`src/rtl/rob_pkg.sv`:
```
package rob_pkg;
  localparam int STRB_W = 4;

  typedef struct packed {
    logic canCommit;
    logic executed;
    logic squashed;
    logic isLoad;
    logic isStore;
    logic isNonSpec;
  } rob_flags_t;

  typedef struct packed {
    logic [STRB_W-1:0] retireCnt;
    logic              clrCan;
    logic [STRB_W-1:0] clrOffs;
    logic [STRB_W-1:0] popCnt;
    logic              insertEn;
  } rob_strobe_t;

  typedef enum logic {ST_RUN, ST_SQUASH} rob_state_e;
endpackage

```
`src/rtl/rob_store.sv`:
```
module rob_store
  import rob_pkg::*;
#(
  parameter int DEPTH = 8,
  parameter int SEQW  = 8,
  parameter int RENW  = 2,
  parameter int EXW   = 2,
  parameter int CMTW  = 2,
  parameter int SQW   = 2,
  localparam int PTRW = $clog2(DEPTH)
) (
  input  logic              clk,
  input  logic              rst_n,
  input  rob_strobe_t       strb,
  input  logic [RENW-1:0]   renValid,
  input  logic [RENW-1:0]   renSquashed,
  input  logic [RENW-1:0]   renLoad,
  input  logic [RENW-1:0]   renStore,
  input  logic [RENW-1:0]   renNonSpec,
  input  logic [RENW*SEQW-1:0] renSeq,
  input  logic [EXW-1:0]    cmplValid,
  input  logic [EXW-1:0]    cmplKill,
  input  logic [EXW*PTRW-1:0] cmplSlot,
  output rob_flags_t        headFlags [CMTW],
  output logic [SEQW-1:0]   headSeq [CMTW],
  output logic [SEQW-1:0]   tailSeq [SQW+1],
  output logic [PTRW:0]     occCount
);
  rob_flags_t      flags [DEPTH];
  logic [SEQW-1:0] seqs  [DEPTH];
  logic [PTRW-1:0] headPtr, tailPtr;

  logic [PTRW-1:0] insSlot [RENW];
  logic [RENW-1:0] insDo;
  logic [PTRW:0]   insCnt;

  // Read windows: head side for retirement, tail side for the squash walk
  for (genvar k = 0; k < CMTW; k++) begin : g_head
    assign headFlags[k] = flags[headPtr + PTRW'(k)];
    assign headSeq[k]   = seqs[headPtr + PTRW'(k)];
  end
  for (genvar k = 0; k <= SQW; k++) begin : g_tail
    assign tailSeq[k] = seqs[tailPtr - PTRW'(k + 1)];
  end

  // Compact surviving rename lanes onto consecutive slots
  always_comb begin
    insCnt = '0;
    for (int i = 0; i < RENW; i++) begin
      insDo[i]   = strb.insertEn && renValid[i] && !renSquashed[i];
      insSlot[i] = tailPtr + insCnt[PTRW-1:0];
      if (insDo[i]) insCnt = insCnt + (PTRW+1)'(1);
    end
  end

  always_ff @(posedge clk) begin
    if (!rst_n) begin
      headPtr  <= '0;
      tailPtr  <= '0;
      occCount <= '0;
      for (int d = 0; d < DEPTH; d++) begin
        flags[d] <= '0;
        seqs[d]  <= '0;
      end
    end else begin
      headPtr  <= headPtr + PTRW'(strb.retireCnt);
      tailPtr  <= tailPtr - PTRW'(strb.popCnt) + insCnt[PTRW-1:0];
      occCount <= occCount - (PTRW+1)'(strb.retireCnt) - (PTRW+1)'(strb.popCnt) + insCnt;
      if (strb.clrCan)
        flags[headPtr + PTRW'(strb.clrOffs)].canCommit <= 1'b0;
      // completions land after the retirement decision of this cycle
      for (int e = 0; e < EXW; e++) begin
        if (cmplValid[e]) begin
          flags[cmplSlot[e*PTRW +: PTRW]].canCommit <= 1'b1;
          if (cmplKill[e]) flags[cmplSlot[e*PTRW +: PTRW]].squashed <= 1'b1;
          else             flags[cmplSlot[e*PTRW +: PTRW]].executed <= 1'b1;
        end
      end
      for (int i = 0; i < RENW; i++) begin
        if (insDo[i]) begin
          flags[insSlot[i]] <= '{canCommit: renStore[i] | renNonSpec[i],
                                 executed: 1'b0, squashed: 1'b0,
                                 isLoad: renLoad[i], isStore: renStore[i],
                                 isNonSpec: renNonSpec[i]};
          seqs[insSlot[i]]  <= renSeq[i*SEQW +: SEQW];
        end
      end
    end
  end

  a_r10_no_overflow: assert property (@(posedge clk) disable iff (!rst_n)
    int'(occCount) <= DEPTH);
  a_r2_room_for_insert: assert property (@(posedge clk) disable iff (!rst_n)
    strb.insertEn |-> (int'(occCount) + RENW <= DEPTH));
  a_r9_removal_bound: assert property (@(posedge clk) disable iff (!rst_n)
    int'(strb.popCnt) + int'(strb.retireCnt) <= int'(occCount));
endmodule

```
`src/rtl/rob_ctrl.sv`:
```
module rob_ctrl
  import rob_pkg::*;
#(
  parameter int DEPTH = 8,
  parameter int SEQW  = 8,
  parameter int RENW  = 2,
  parameter int CMTW  = 2,
  parameter int SQW   = 2,
  localparam int PTRW = $clog2(DEPTH)
) (
  input  logic            clk,
  input  logic            rst_n,
  input  logic [PTRW:0]   occCount,
  input  rob_flags_t      headFlags [CMTW],
  input  logic [SEQW-1:0] headSeq [CMTW],
  input  logic [SEQW-1:0] tailSeq [SQW+1],
  input  logic            exSquash,
  input  logic [SEQW-1:0] exSquashSeq,
  output rob_strobe_t     strb,
  output logic            renReady,
  output logic            doneValid,
  output logic [SEQW-1:0] doneSeq,
  output logic            squashOut,
  output logic            squashBusy,
  output logic            nonSpecValid,
  output logic [SEQW-1:0] nonSpecSeq,
  output logic            loadCommitted
);
  rob_state_e      state, stateNext;
  logic [SEQW-1:0] squashPoint;
  logic            running, stop;
  logic signed [SEQW-1:0] seqDiff;
  int              pops;

  assign running  = (state == ST_RUN);
  assign renReady = running && !exSquash && (int'(occCount) + RENW <= DEPTH);

  always_comb begin
    strb          = '0;
    doneValid     = 1'b0;
    doneSeq       = '0;
    squashOut     = 1'b0;
    squashBusy    = 1'b0;
    nonSpecValid  = 1'b0;
    nonSpecSeq    = '0;
    loadCommitted = 1'b0;
    stateNext     = state;
    stop          = 1'b0;
    pops          = 0;
    seqDiff       = '0;
    if (running) begin
      if (exSquash) begin
        squashOut  = 1'b1;
        squashBusy = 1'b1;
        doneValid  = 1'b1;
        doneSeq    = exSquashSeq;
        stateNext  = ST_SQUASH;
      end else begin
        strb.insertEn = renReady;
        for (int k = 0; k < CMTW; k++) begin
          if (!stop) begin
            if (k >= int'(occCount) || !headFlags[k].canCommit) begin
              stop = 1'b1;
            end else if (headFlags[k].squashed) begin
              if (headFlags[k].executed) strb.retireCnt = strb.retireCnt + STRB_W'(1);
              else                       stop = 1'b1;
            end else if (!headFlags[k].executed) begin
              stop = 1'b1;
              if (headFlags[k].isStore || headFlags[k].isNonSpec) begin
                nonSpecValid = 1'b1;
                nonSpecSeq   = headSeq[k];
                strb.clrCan  = 1'b1;
                strb.clrOffs = STRB_W'(k);
              end
            end else begin
              strb.retireCnt = strb.retireCnt + STRB_W'(1);
              doneValid      = 1'b1;
              doneSeq        = headSeq[k];
              if (headFlags[k].isLoad) loadCommitted = 1'b1;
            end
          end
        end
      end
    end else begin
      // squash walk from the tail, wrap-safe age test
      for (int k = 0; k < SQW; k++) begin
        if (!stop) begin
          seqDiff = $signed(tailSeq[k] - squashPoint);
          if (k < int'(occCount) && seqDiff > 0) pops = pops + 1;
          else stop = 1'b1;
        end
      end
      if (pops == 0) begin
        stateNext = ST_RUN;
      end else begin
        squashBusy  = 1'b1;
        doneValid   = 1'b1;
        doneSeq     = (int'(occCount) > pops) ? tailSeq[pops] : squashPoint;
        strb.popCnt = STRB_W'(pops);
      end
    end
  end

  always_ff @(posedge clk) begin
    if (!rst_n) begin
      state       <= ST_RUN;
      squashPoint <= '0;
    end else begin
      state <= stateNext;
      if (squashOut) squashPoint <= exSquashSeq;
    end
  end

  a_r8_quiet_start: assert property (@(posedge clk) disable iff (!rst_n)
    squashOut |-> (strb.retireCnt == '0 && !strb.insertEn && !nonSpecValid));
  a_r6_single_request: assert property (@(posedge clk) disable iff (!rst_n)
    nonSpecValid |=> !(nonSpecValid && nonSpecSeq == $past(nonSpecSeq)));
  a_r9_walk_keeps_busy: assert property (@(posedge clk) disable iff (!rst_n)
    (strb.popCnt != '0) |-> (squashBusy && !renReady));
endmodule

```
`src/rtl/rob_commit.sv`:
```
module rob_commit
  import rob_pkg::*;
#(
  parameter int DEPTH = 8,
  parameter int SEQW  = 8,
  parameter int RENW  = 2,
  parameter int EXW   = 2,
  parameter int CMTW  = 2,
  parameter int SQW   = 2,
  parameter int PCW   = 16
) (
  input  logic                         clk,
  input  logic                         rst_n,
  input  logic [RENW-1:0]              renValid,
  input  logic [RENW-1:0]              renSquashed,
  input  logic [RENW-1:0]              renLoad,
  input  logic [RENW-1:0]              renStore,
  input  logic [RENW-1:0]              renNonSpec,
  input  logic [RENW*SEQW-1:0]         renSeq,
  output logic                         renReady,
  input  logic [EXW-1:0]               cmplValid,
  input  logic [EXW-1:0]               cmplKill,
  input  logic [EXW*$clog2(DEPTH)-1:0] cmplSlot,
  input  logic                         exSquash,
  input  logic [SEQW-1:0]              exSquashSeq,
  input  logic                         exMispredict,
  input  logic                         exTaken,
  input  logic [PCW-1:0]               exNextPc,
  input  logic [PCW-1:0]               exMispredPc,
  output logic [$clog2(DEPTH):0]       freeCount,
  output logic                         doneValid,
  output logic [SEQW-1:0]              doneSeq,
  output logic                         squashOut,
  output logic                         squashBusy,
  output logic                         mispredictOut,
  output logic                         takenOut,
  output logic [PCW-1:0]               nextPcOut,
  output logic [PCW-1:0]               mispredPcOut,
  output logic                         nonSpecValid,
  output logic [SEQW-1:0]              nonSpecSeq,
  output logic                         loadCommitted
);
  localparam int PTRW = $clog2(DEPTH);

  rob_strobe_t     strb;
  rob_flags_t      headFlags [CMTW];
  logic [SEQW-1:0] headSeq [CMTW];
  logic [SEQW-1:0] tailSeq [SQW+1];
  logic [PTRW:0]   occCount;

  rob_ctrl #(.DEPTH(DEPTH), .SEQW(SEQW), .RENW(RENW), .CMTW(CMTW), .SQW(SQW)) u_ctrl (
    .clk(clk), .rst_n(rst_n), .occCount(occCount), .headFlags(headFlags),
    .headSeq(headSeq), .tailSeq(tailSeq), .exSquash(exSquash),
    .exSquashSeq(exSquashSeq), .strb(strb), .renReady(renReady),
    .doneValid(doneValid), .doneSeq(doneSeq), .squashOut(squashOut),
    .squashBusy(squashBusy), .nonSpecValid(nonSpecValid),
    .nonSpecSeq(nonSpecSeq), .loadCommitted(loadCommitted)
  );

  rob_store #(.DEPTH(DEPTH), .SEQW(SEQW), .RENW(RENW), .EXW(EXW), .CMTW(CMTW), .SQW(SQW)) u_store (
    .clk(clk), .rst_n(rst_n), .strb(strb), .renValid(renValid),
    .renSquashed(renSquashed), .renLoad(renLoad), .renStore(renStore),
    .renNonSpec(renNonSpec), .renSeq(renSeq), .cmplValid(cmplValid),
    .cmplKill(cmplKill), .cmplSlot(cmplSlot), .headFlags(headFlags),
    .headSeq(headSeq), .tailSeq(tailSeq), .occCount(occCount)
  );

  assign freeCount     = (PTRW+1)'(DEPTH) - occCount;
  assign mispredictOut = squashOut & exMispredict;
  assign takenOut      = squashOut & exTaken;
  assign nextPcOut     = squashOut ? exNextPc    : '0;
  assign mispredPcOut  = squashOut ? exMispredPc : '0;
endmodule

```
`config.mk`:
```
export PLATFORM = sky130hd
export DESIGN_NAME = rob_commit
export DESIGN_NICKNAME = d
export VERILOG_FILES = /design/src/rtl/rob_pkg.sv /design/src/rtl/rob_store.sv /design/src/rtl/rob_ctrl.sv /design/src/rtl/rob_commit.sv
export SDC_FILE = /design/constraint.sdc
export NUM_CORES = 1
export LEC_CHECK = 0
export ABC_AREA = 1
export BUFFER_PORTS_ARGS = -buffer_cell sky130_fd_sc_hd__buf_2
export CORE_ASPECT_RATIO = 1.75
export CORE_MARGIN = 3
export CORE_UTILIZATION = 60
export CTS_CLUSTER_DIAMETER = 30
export DETAILED_ROUTE_END_ITERATION = 10
export PLACE_DENSITY_LB_ADDON = 0.2
export SYNTH_ARGS = -nofsm -noshare
export SYNTH_HDL_FRONTEND = slang
export SYNTH_SLANG_ARGS = --single-unit
```
`constraint.sdc`:
```
create_clock -name clk -period 6.95 [get_ports clk]
set_input_delay 0.695 -clock clk [delete_from_list [all_inputs] [get_ports clk]]
set_output_delay 0.695 -clock clk [all_outputs]
set_load 0.02 [all_outputs]
```
After elaboration in Yosys (flattened, before gate mapping)
Memory sizes are Yosys's and may differ from the RTL's. A register that Yosys moved wholly into a read port is not among the register bits.
Cells that the tools add are included.
- bits in registers: 19
- bits in writable memories: 112
- input bits: 81
- output and inout port bits: 60
- word-level logic and storage cells: 215
- memories kept: 2
- memories (name ; depth ; width ; rd ports ; clocked after Yosys merged registers in ; write ports ; RTL line ; source):
    u_store.seqs ; 8 ; 8 ; 5 ; 1 ; 8 ; rob_store.sv:30 ; logic [SEQW-1:0] seqs [DEPTH];
    u_store.flags ; 8 ; 6 ; 2 ; 1 ; 8 ; rob_store.sv:29 ; rob_flags_t flags [DEPTH];
- add/sub/neg operators: 19
- order comparisons: 9
- muxes and demuxes: 149
- bitwise gates (word level): 6
- reductions and logical operators: 25
- operator list (kind ; count):
    8-bit 2-to-1 mux ; 26
    32-bit 2-to-1 mux ; 4
    1-bit 2-to-1 mux ; 82
    9-bit 2-to-1 mux ; 7
    32-bit by 2-bit adder with 32-bit output (second input constant) ; 1
    32-bit by 3-bit greater-or-equal comparator with 1-bit output (second input constant) ; 1
    5-bit by 32-bit greater-than comparator with 1-bit output ; 1
    32-bit by 5-bit less-or-equal comparator with 1-bit output (second input constant) ; 1
    32-bit zero test ; 1
    16-bit 2-to-1 mux ; 2
    32-bit inverter ; 1
    5-bit 2-to-1 mux ; 6
    6-bit 2-to-1 mux ; 5
    6-bit OR reduction ; 5
    3-bit 2-to-1 mux ; 9
    4-bit 2-to-1 mux ; 6
    8-bit binary-select mux with 2-bit select ; 1
    8-bit by 1-bit greater-than comparator with 1-bit output (second input constant) ; 2
    8-bit OR reduction ; 2
    8-bit subtractor ; 2
    3-bit adder ; 3
    1-bit by 4-bit greater-or-equal comparator with 1-bit output (first input constant) ; 2
    1-bit logical AND ; 8
    1-bit by 4-bit less-than comparator with 1-bit output (first input constant) ; 2
    other kinds (17) ; 28

Depth between registers and ports, before layout
Gate-level depths: netlist (run 1).
- depth in word-level cells: 19
- depth in mapped cells: 32
- depth with buffers taken out: 28

Modules after synthesis
From an unflattened synthesis (run 1), not the netlist that was laid out.
- cells, all modules: 1813
- area total of the unflattened synthesis: 12041.5 um2
- modules (own cells, without submodules) (module ; instances ; cells an instance ; area an instance (um2) ; seq. area each (um2)):
    rob_store ; 1 ; 1326 ; 9525.4 ; 3323.2
    rob_ctrl ; 1 ; 405 ; 2167.1 ; 180.2
    rob_commit ; 1 ; 82 ; 349.1 ; 0.0

Least setup slack after synthesis (run 1)
OpenSTA, ideal clock, no wires.
- path kind: reg2out
- start point: register u_store.tailPtr[0]
- end point: output doneSeq[5]
- arrival time: 4.676 ns
- data required time: 6.255 ns
- setup slack: 1.579 ns
- stages on the path, launching flop included: 30
- cell sequence: dfxtp_1 -> buf_6 -> inv_2 -> buf_6 -> buf_2 -> ha_1 -> clkbuf_1 -> clkbuf_1 -> buf_1 -> nor2_1 -> o22a_1 -> ha_1 -> nand2_1 -> o21ai_0 -> nand3_1 -> nand2_1 -> nand3_1 -> nand2_1 -> nand3_1 -> a21oi_1 -> nand2_1 -> ha_1 -> nand2_1 -> inv_1 -> o21ai_1 -> clkbuf_1 -> nor2_1 -> nor2_1 -> nand2_1 -> nand2_1
- word-level cells in the longest chain between the ends: 18
- ends and longest elaborated chain (what ; RTL line ; source):
    from (decl) ; rob_store.sv:31 ; logic [PTRW-1:0] headPtr, tailPtr;
    from (signal assigned) ; rob_store.sv:67 ; tailPtr <= tailPtr - PTRW'(strb.popCnt) + insCnt[PTRW-1:0];
    3-bit by 1-bit subtractor with 3-bit output ; rob_store.sv:43 ; assign tailSeq[k] = seqs[tailPtr - PTRW'(k + 1)];
    memory 8 x 8 bit * ; - ;
    branches (longest 14 deep; another with 32-bit by 2-bit adder with 32-bit output) ; - ;
    8-bit 2-to-1 mux * ; rob_ctrl.sv:93 ; if (pops == 0) begin
    8-bit 2-to-1 mux * ; rob_ctrl.sv:51 ; if (running) begin
    to (decl) ; rob_commit.sv:32 ; output logic [SEQW-1:0] doneSeq,
Every way passes the cells marked *. The select of a mux whose other input is x is not followed.

Worst setup path after layout (run 1)
- start point: register u_store.tailPtr[0]
- end point: output doneSeq[0]
The elaborated chain is that of the path after synthesis.

==> metrics.log, run 1 <==
[metrics] Starting DRT DRC Count: about 1300
[metrics] fraction of final layout cells with drive strength greater than 1: 13.80%
[metrics] hold_sp: u_store.flags[0][5]
[metrics] kind of end point of the critical path: output port
[metrics] compound-gate portion of the synthesized area: 24.31%
[metrics] number of antenna violations at the first check in global routing: 0
[metrics] Setup Buffers After CTS: 0
[metrics] final period demand of the worst path: 5740 ps
[metrics] Post-Route Utilization: between 60% and 70%
[metrics] static leakage power: 5.845 nW
[metrics] DRT Wirelength: 41290 um
[metrics] share of flip-flops with an asynchronous set or reset after synthesis: 0%
[metrics] Yosys Warn Count: 0
[metrics] highest cell delay on the worst timing path: 610 ps
[metrics] number of hold violations in the final report: 0
[metrics] buffers from clock root to sink, at most: 2
[metrics] CP Class: flop to output port
[metrics] max frequency: 174.2 MHz
[metrics] Post-Syn Area: between 0.01 and 0.015 mm^2
[metrics] clock latency on the worst-skew pair: about 430 ps
[metrics] Worst EP arrival: 5050 ps
[metrics] mean instance size in the synthesized netlist: approximately 6.8 um^2
[metrics] share of synthesized area occupied by flip-flops and latches: 30.69%
[metrics] total CTS buffers: 17
[metrics] core region area: ~0.019 mm^2
[metrics] final setup fails: 0
[metrics] pins over their slew limit: 0
[metrics] worst IR drop on VDD: 314.7 uV
[metrics] power per unit of standard cell area: 366.6 mW/mm^2
[metrics] count of standard-cell rows: 66
[metrics] total buffers and inverters traversed by the critical path: 8
[metrics] number of top-level design ports: 141
[metrics] outcome: finished, final reports clean
[metrics] Crit path max-delay family: buffers and inverters
[metrics] HPWL after DPL: around 30000 um
[metrics] post-synthesis cell count: between 1500 and 2000
[metrics] number of resized instances in the post-cts repair step: 0
[metrics] layout net count: 1892
[metrics] biggest area consumer among synthesized cells: edfxtp_1
[metrics] aggregate negative setup slack: 0 ps
[metrics] number of routed nets with antenna violations: 0
[metrics] maximum fanout count along the critical path: between 90 and 100
[metrics] CP Launch Point: u_store.tailPtr[0]
[metrics] final routed wire length divided by cell count: 20.51 um
[metrics] post-synthesis share of cell area spent on and, or, nand and nor gates: between 20% and 30%
[metrics] worst slack, placed: 1682 ps
[metrics] setup slack after layout: ~1200 ps
[metrics] clock slew at the register clock pins of the worst setup and hold paths: 60 ps
[metrics] RSZ-0062 raised after global routing: no
[metrics] Reg2Reg Launch Point: u_store.tailPtr[0]
[metrics] worst slew margin relative to its limit: around two fifths
[metrics] number of inserted diodes: 0
[metrics] class of the tightest hold or removal check: flop to flop
[metrics] overall overflow remaining after global route: 0
[metrics] crit-path most repeated cell: nand2_1
[metrics] total global routing track utilization: about two fifths
[metrics] max-cap violations: 0
[metrics] routed via count divided by cell count: 6.251
[metrics] net count of the mapped netlist: 1811
[metrics] number of enable-type register cells in the synthesized netlist: 88
[metrics] vias in the first global route: 11840
[metrics] number of design rule violations left after detail routing: 0
[metrics] proportion of synthesized area in mux cells: less than 1%
[metrics] post-synth top area share: 23.15%
[metrics] number of synthesized register bits: 131
[metrics] routability-driven placement congestion ratio: 0.9825
[metrics] list of most frequent post-synthesis cells: nand2_1 (353), inv_1 (229), o21ai_0 (165), nor2_1 (159), a21oi_1 (122)
[metrics] slowest cell on the critical path: buf_4
[metrics] Layout Skew: roughly 8.4 ps
[metrics] die area: 0.02078 mm^2
[metrics] Area Overhead vs Synth: 10.95%
[metrics] 1st-pass router iterations: 6
[metrics] Vert. Die Dim: 188.5 um
[metrics] Synth Flop Type: edfxtp_1
[metrics] Data required, critical path: between 6000 and 7000 ps
[metrics] XOR/XNOR share of the synthesized area: 1.677%
[metrics] number of buffers added to fix hold violations after cts: 0
[metrics] vias after detailed routing: around 13000
[metrics] starting utilization of the core area: 61.17%
[metrics] Worst Tran Pin Value: 883.7 ps
[metrics] CTS H-tree depth: 4
[metrics] CTS root buf: clkbuf_16
[metrics] die span in x: 110.3 um
[metrics] kind of launch point of the worst setup path: flop
[metrics] global-route wire length before repair: roughly 63000 um
[metrics] post-synthesis adder-cell area fraction: 5.897%
[metrics] cell with the most instances after synthesis: nand2_1
[metrics] Clock Sinks: 131
[metrics] cell types with the largest area share after synthesis: edfxtp_1 (23%), nand2_1 (12%), dfxtp_1 (7.5%), inv_1 (7.5%), o21ai_0 (7.2%)
[metrics] dominant combinational cell family by area after synthesis: simple AND/OR/NAND/NOR gates
[metrics] pin count of the biggest net entering global routing: 92
[metrics] CTS tree: yes
[metrics] Port Buffers: 140
[metrics] fraction of the cycle the final worst path needs: about 83%
[metrics] Synth cell types: 57
-- power by group --
| group | internal (mW) | switching, mW | total, mW |
|---|---|---|---|
| clock network | 0.612 | 0.378 | 0.990 |
| logic | 0.900 | 1.80 | 2.70 |
| registers | 0.896 | 0.0586 | 0.955 |
| total | 2.41 | 2.23 | 4.64 |
-- layer usage --
metal	global-route usage [%]	routed length, um	vias to the layer above
met5	0	0	-
met4	32.53	3911	0
met3	7.405	3976	249
met2	64.87	19500	808
met1	43.91	13900	5686
li1	-	-	5840
-- per-stage QoR --
stage | instances | power, mW | hold WS (ps) | cell area [um^2]
after floorplan | 1681 | 2.918 | 454.5 | 11420
after global placement | 1981 | 3.524 | 473.7 | 12020
after detailed placement | 1981 | 3.567 | 480.0 | 12020
after CTS | 2013 | 4.559 | 493.0 | 12670
after global routing | 2013 | 5.012 | 514.4 | 12670
final | 2013 | 4.643 | 494.2 | 12670
-- kinds of logic after synthesis --
logic type                 count (synthesis)
and+or+nand+nor                          662
xor gates and xnor gates                  18
AOI/OAI and AO/OA                        482
DFF                                      131
muxes                                      1
buffers and inverters                    338
adders and majority gates                 49
-- layout make-up --
type	instances	area [um^2]
flip-flops and latches	131	3508
inverters	245	922.1
multi-input cells	1212	6481
fillers	1718	5997
clock inverters	15	217.7
clock buffers	17	425.4
well taps	238	297.8
repair buffers	155	813.3
-- flip-flops by register name (all words and copies together), names as in the netlist --
signal,flops
u_store.tailPtr,3
u_ctrl.squashPoint,8
u_store.seqs,64
u_store.occCount,4
u_store.headPtr,3
u_store.flags,48
u_ctrl.state,1
-- final timing paths --
kind                              end  slack (ps)  cells after the start
setup reg to reg  u_store.occCount[2]        1560                     22
hold reg to reg   u_store.flags[0][5]         490                      2
setup / recovery           doneSeq[0]        1210                     27
hold / removal    u_store.flags[0][5]         490                      2
-- layout by cell type (no fill, tap or decap), types with 3 or more instances in the layout --
cell / n
o21ai_1: 12
clkbuf_16: 17
inv_8: 3
inv_2: 10
ha_1: 41
o21ai_0: 165
nand2_2: 10
o22a_1: 9
buf_2: 140
o22ai_1: 102
buf_4: 15
edfxtp_1: 88
xor2_1: 11
a31oi_1: 23
inv_6: 5
fa_1: 8
xnor2_1: 4
o211ai_1: 14
bufinv_16: 4
nor3_1: 19
nor3_2: 5
dfxtp_1: 41
nand3_2: 6
a211oi_1: 5
nand2_1: 353
clkinv_1: 6
a21oi_1: 122
nand4_1: 3
a221oi_1: 12
nor2_1: 159
nand3_1: 88
nor2_4: 4
nor2_2: 7
inv_1: 229
-- worst register-to-register path, cell delays in order (launching register included) --
cell and delay [ps]:
dfxtp_2 330, inv_2 130, ha_1 350, clkinv_1 450, o21ai_0 330, o22ai_1 130
ha_1 220, fa_1 480, nand2_1 50, nor2_1 100, o2111a_1 180, nand4_1 240
nand2_1 170, inv_1 60, nand3_2 220, o22ai_1 120, ha_1 190, o21bai_1 170
fa_1 540, inv_1 70, fa_1 460, xor2_1 220, nor2_1 60
(Power assumes the default switching activity.)
==> inputs of run 2 (changes only) <==
--- a/config.mk
+++ b/config.mk
@@ -5,11 +5,11 @@
 export SDC_FILE = /design/constraint.sdc
 export NUM_CORES = 1
 export LEC_CHECK = 0
-export ABC_AREA = 1
+export ABC_AREA = 0
 export BUFFER_PORTS_ARGS = -buffer_cell sky130_fd_sc_hd__buf_2
 export CORE_ASPECT_RATIO = 1.75
 export CORE_MARGIN = 3
-export CORE_UTILIZATION = 60
+export CORE_UTILIZATION = 54
 export CTS_CLUSTER_DIAMETER = 30
 export DETAILED_ROUTE_END_ITERATION = 10
 export PLACE_DENSITY_LB_ADDON = 0.2
==> constraint.sdc (replaced) <==
create_clock -name clk -period 5.2 [get_ports clk]
set_input_delay 0.52 -clock clk [delete_from_list [all_inputs] [get_ports clk]]
set_output_delay 0.52 -clock clk [all_outputs]
set_load 0.02 [all_outputs]
==> metrics.log, run 2 <==
[metrics] number of inserted diodes: 0 (unchanged)
[metrics] die area: 0.02235 mm^2 (+7.5%)
[metrics] number of stages on the worst setup path: 23 (-15%)
[metrics] power consumption: 6.568 mW (+41%)
[metrics] number of enable-type register cells in the synthesized netlist: 88 (unchanged)
[metrics] final setup fails: 8 (+8)
[metrics] mean instance size in the synthesized netlist: 10.98 um^2 (+62%)
[metrics] die span in x: 114.3 um (+3.7%)
[metrics] number of antenna violations at the first check in global routing: 0 (unchanged)
[metrics] Starting DRT DRC Count: 849 (-33%)
[metrics] fraction of the cycle the final worst path needs: 102.8%
[metrics] max-cap violations: 0 (unchanged)
[metrics] maximum fanout count along the critical path: 8 (-91%)
[metrics] kind of end point of the critical path: output port
[metrics] number of synthesized register bits: 131 (unchanged)
[metrics] net count of the mapped netlist: 1140 (-37%)
[metrics] max frequency: 187.0 MHz
[metrics] violations in the final reports: negative setup slack
[metrics] highest cell delay on the worst timing path: 520 ps (-90 ps)
[metrics] HPWL after DPL: 25690 um (-14%)
[metrics] count of standard-cell rows: 68 (+3.0%)
[metrics] most common cell after layout, fill and taps aside: buf_2
[metrics] vias after detailed routing: 9586 (-24%)
[metrics] Area Overhead vs Synth: 18.79%
[metrics] final period demand of the worst path: 5347 ps
[metrics] CTS root buf: clkbuf_16
[metrics] biggest area consumer among synthesized cells: edfxtp_1
[metrics] Top reg by flops: u_store.seqs
[metrics] share of synthesized area occupied by flip-flops and latches: 31.60% (+0.91 points)
[metrics] max FFs per register: 64 (unchanged)
[metrics] total global routing track utilization: 32.24% (-7.6 points)
[metrics] worst slew margin relative to its limit: 15.06% (-26 points)
[metrics] number of routed nets with antenna violations: 0 (unchanged)
[metrics] post-synthesis adder-cell area fraction: 6.072% (+0.18 points)
[metrics] worst hold path depth: 3 (+1)
[metrics] fillcell total: 1588 (-7.6%)
[metrics] routed via count divided by cell count: 6.926 (+11%)
[metrics] clock latency on the worst-skew pair: 430 ps (about the same)
[metrics] power per unit of standard cell area: 498.7 mW/mm^2 (+36%)
[metrics] pins over their slew limit: 0 (unchanged)
[metrics] fraction of final layout cells with drive strength greater than 1: 36.17% (+22 points)
[metrics] buffers from clock root to sink, at most: 2 (unchanged)
[metrics] portion of total power attributed to the clock network: 19.5% (-1.8 points)
[metrics] CTS H-tree depth: 4 (unchanged)
[metrics] post-synth top area share: 23.84% (+0.69 points)
[metrics] internal power: 4.009 mW (+66%)
[metrics] number of buffers added to fix hold violations after cts: 0 (unchanged)
[metrics] routed length on met2: 18230 um (-6.5%)
[metrics] combinational fraction of design power: 60.7% (+2.6 points)
[metrics] cell with the most instances after synthesis: mux4_2
[metrics] CP Class: flop to output port
[metrics] final routed wire length divided by cell count: 25.83 um (+26%)
[metrics] RSZ-0062 raised after global routing: yes
[metrics] compound-gate portion of the synthesized area: 15.79% (-8.5 points)
[metrics] class of the tightest hold or removal check: primary input to flop
[metrics] Yosys Warn Count: 0 (unchanged)
[metrics] Worst EP arrival: 4830 ps (-220 ps)
[metrics] Post-Syn Area: 0.01109 mm^2 (-2.9%)
[metrics] post-synthesis share of cell area spent on and, or, nand and nor gates: 13.57% (-11 points)
[metrics] core region area: 0.01991 mm^2 (+6.7%)
[metrics] final cell count without fillers: 1384 (-31%)
[metrics] total CTS buffers: 17 (unchanged)
[metrics] layout net count: 1257 (-34%)
[metrics] worst IR drop on VDD: 402.7 uV (+28%)
[metrics] outcome: finished with violations
[metrics] number of cell instances on the worst register-to-register path: 24 (+9.1%)
[metrics] NetSw: 2.558 mW (+15%)
[metrics] kind of launch point of the worst setup path: flop
[metrics] registers with the highest flip-flop counts: u_store.seqs: 64 flops, u_store.flags: 48 flops, u_ctrl.squashPoint: 8 flops
[metrics] CTS tree: yes
[metrics] Data required, critical path: 4680 ps (-1570 ps)
[metrics] most frequent cells in the layout: buf_2 (132), mux4_2 (91), a22o_1 (90)
[metrics] Layout Skew: 11.08 ps (+2.646 ps)
[metrics] proportion of synthesized area in mux cells: 25.88% (+26 points)
[metrics] detailed route wirelength on metal3: 2993 um (-25%)
[metrics] slowest cell on the critical path: fa_2
[metrics] Port Buffers: 140 (unchanged)
[metrics] global-route wire length before repair: 54760 um (-13%)
[metrics] uppermost signal routing layer after detailed routing: met4
[metrics] Synth Flop Type: edfxtp_1
[metrics] number of hold violations in the final report: 0 (unchanged)
[metrics] total buffers and inverters traversed by the critical path: 6 (-2)
[metrics] Clock Sinks: 131 (unchanged)
[metrics] share of flip-flops with an asynchronous set or reset after synthesis: 0% (unchanged)
[metrics] XOR/XNOR share of the synthesized area: 1.885% (+0.21 points)
[metrics] sequential power share: 19.8% (-0.8 points)
[metrics] Synth cell types: 66 (+16%)
[metrics] switching part of the total power: 38.95% (-9.2 points)
[metrics] Vert. Die Dim: 195.5 um (+3.7%)
[metrics] cell total after placement: 1335 (-33%)
[metrics] 1st-pass router iterations: 5 (-1)
[metrics] number of top-level design ports: 141 (unchanged)
[metrics] starting utilization of the core area: 55.68% (-5.5 points)
[metrics] routability-driven placement congestion ratio: 0.9686 (-1.4%)
[metrics] dominant combinational cell family by area after synthesis: multiplexers
[metrics] post-synthesis cell count: 1010 (-40%)
[metrics] Crit path max-delay family: adder cells
[metrics] cell types with the largest area share after synthesis: edfxtp_1 (24%), mux4_2 (18%), dfxtp_1 (7.8%), a22o_1 (7.1%), ha_1 (4.6%)
[metrics] pin count of the biggest net entering global routing: 50 (-46%)
[metrics] routed length on met1: 12230 um (-12%)
[metrics] sequence of cells on the critical path: inv_4 -> buf_6 -> ha_4 -> xor2_4 -> buf_16 -> mux4_2 -> mux2i_1 -> ha_2 -> fa_2 -> o211ai_1 -> a311o_1 -> a21oi_2 -> nand4_1 -> and4_1 -> ha_1 -> nand2_1 -> o21ai_2 -> buf_4 -> nand2_1 -> nand4_1 -> buf_6 -> o221ai_2 -> buf_4
[metrics] list of most frequent post-synthesis cells: mux4_2 (91), a22o_1 (90), edfxtp_1 (88), nand2_1 (86), and2_1 (56)
[metrics] number of design rule violations left after detail routing: 0 (unchanged)
[metrics] overall overflow remaining after global route: 0 (unchanged)
[metrics] Worst Tran Pin Value: 1269 ps (+385.6 ps)
[metrics] setup slack after layout: -146.8 ps (-1357 ps)
[metrics] DRT Wirelength: 35740 um (-13%)
[metrics] clock slew at the register clock pins of the worst setup and hold paths: 60 ps (about the same)
[metrics] Hold WS: 389.0 ps (-105.2 ps)
[metrics] vias in the first global route: 9555 (-19%)
[metrics] static leakage power: 5.147 nW (-12%)
-- run 2: final timing paths --
| kind | start | slack, ps | to |
|---|---|---|---|
| worst max-delay path | u_store.tailPtr[1] | -150 | doneSeq[6] |
| worst min register to register | u_store.flags[2][4] | 480 | u_store.flags[2][4] |
| worst min-delay path | exSquashSeq[1] | 390 | u_ctrl.squashPoint[1] |
| worst max register to register | u_store.tailPtr[1] | 70 | u_store.tailPtr[2] |
-- run 2: timing repair --
item                       CTS  global route
setup buffers               15             2
pin swaps                   22            20
setup endpoints to repair    8            11
cloned                       2             0
resized for setup           47            23
-- run 2: logic make-up (layout without fill, tap and decap cells) --
logic type / Yosys count / in the layout
AOI/OAI and AO/OA: 233 / 233
xor gates and xnor gates: 23 / 23
adders and majority gates: 49 / 49
buffers and inverters: 126 / 255
DFF: 131 / 131
muxes: 158 / 158
and+or+nand+nor: 290 / 290
-- run 2: worst register-to-register path: stages, from the launching register on --
cell and delay [ps]:
dfxtp_4 370, inv_4 40, buf_6 110, ha_4 160
xor2_4 240, buf_12 170, mux4_2 290, mux2_4 290
ha_4 240, a21o_1 210, a21oi_2 170, o21ai_2 80
a21oi_2 190, buf_4 170, xnor2_4 120, buf_4 130
buf_4 120, nand3_1 150, or2_2 330, fa_1 500
inv_1 50, fa_1 450, xnor2_2 150, xnor2_1 120
and2_1 150
-- run 2: metal layers --
| layer | vias to the layer above | track usage, % |
|---|---|---|
| met5 | - | 0 |
| met4 | 0 | 18.19 |
| met3 | 175 | 4.651 |
| met2 | 657 | 55.02 |
| met1 | 4588 | 38.42 |
| li1 | 4166 | - |
-- run 2: cell type report --
| type | instances | area (um^2) | area share [%] |
|---|---|---|---|
| timing repair buffer | 193 | 1215 | 9.226 |
| clock inverter | 14 | 186.4 | 1.416 |
| inverter | 31 | 118.9 | 0.9026 |
| tap | 245 | 306.5 | 2.328 |
| multi-input combinational | 753 | 7405 | 56.23 |
| clock buffer | 17 | 425.4 | 3.230 |
| sequential | 131 | 3512 | 26.67 |
-- run 2: metrics by stage --
stage	setup TNS, ps	area, um^2	setup WS (ps)	utilization (%)
2_1_floorplan	0	11260	4.345	-
3_3_place_gp	0	12050	197.6	60.53
3_5_place_dp	0	12050	165.9	60.53
4_1_cts	-814.5	13060	-134.1	65.62
5_1_grt	-2864	13170	-341.0	66.15
6_report	-868.2	13170	-146.8	66.15
-- run 2: power groups by stage --
stage,sequential (mW),clock [mW],combinational [mW]
detailed placement,1.31,0,3.12
floorplan,1.28,0,2.39
finish,1.30,1.28,3.99
global route,1.31,1.32,4.27
global placement,1.31,0,3.09
CTS,1.30,1.28,3.73
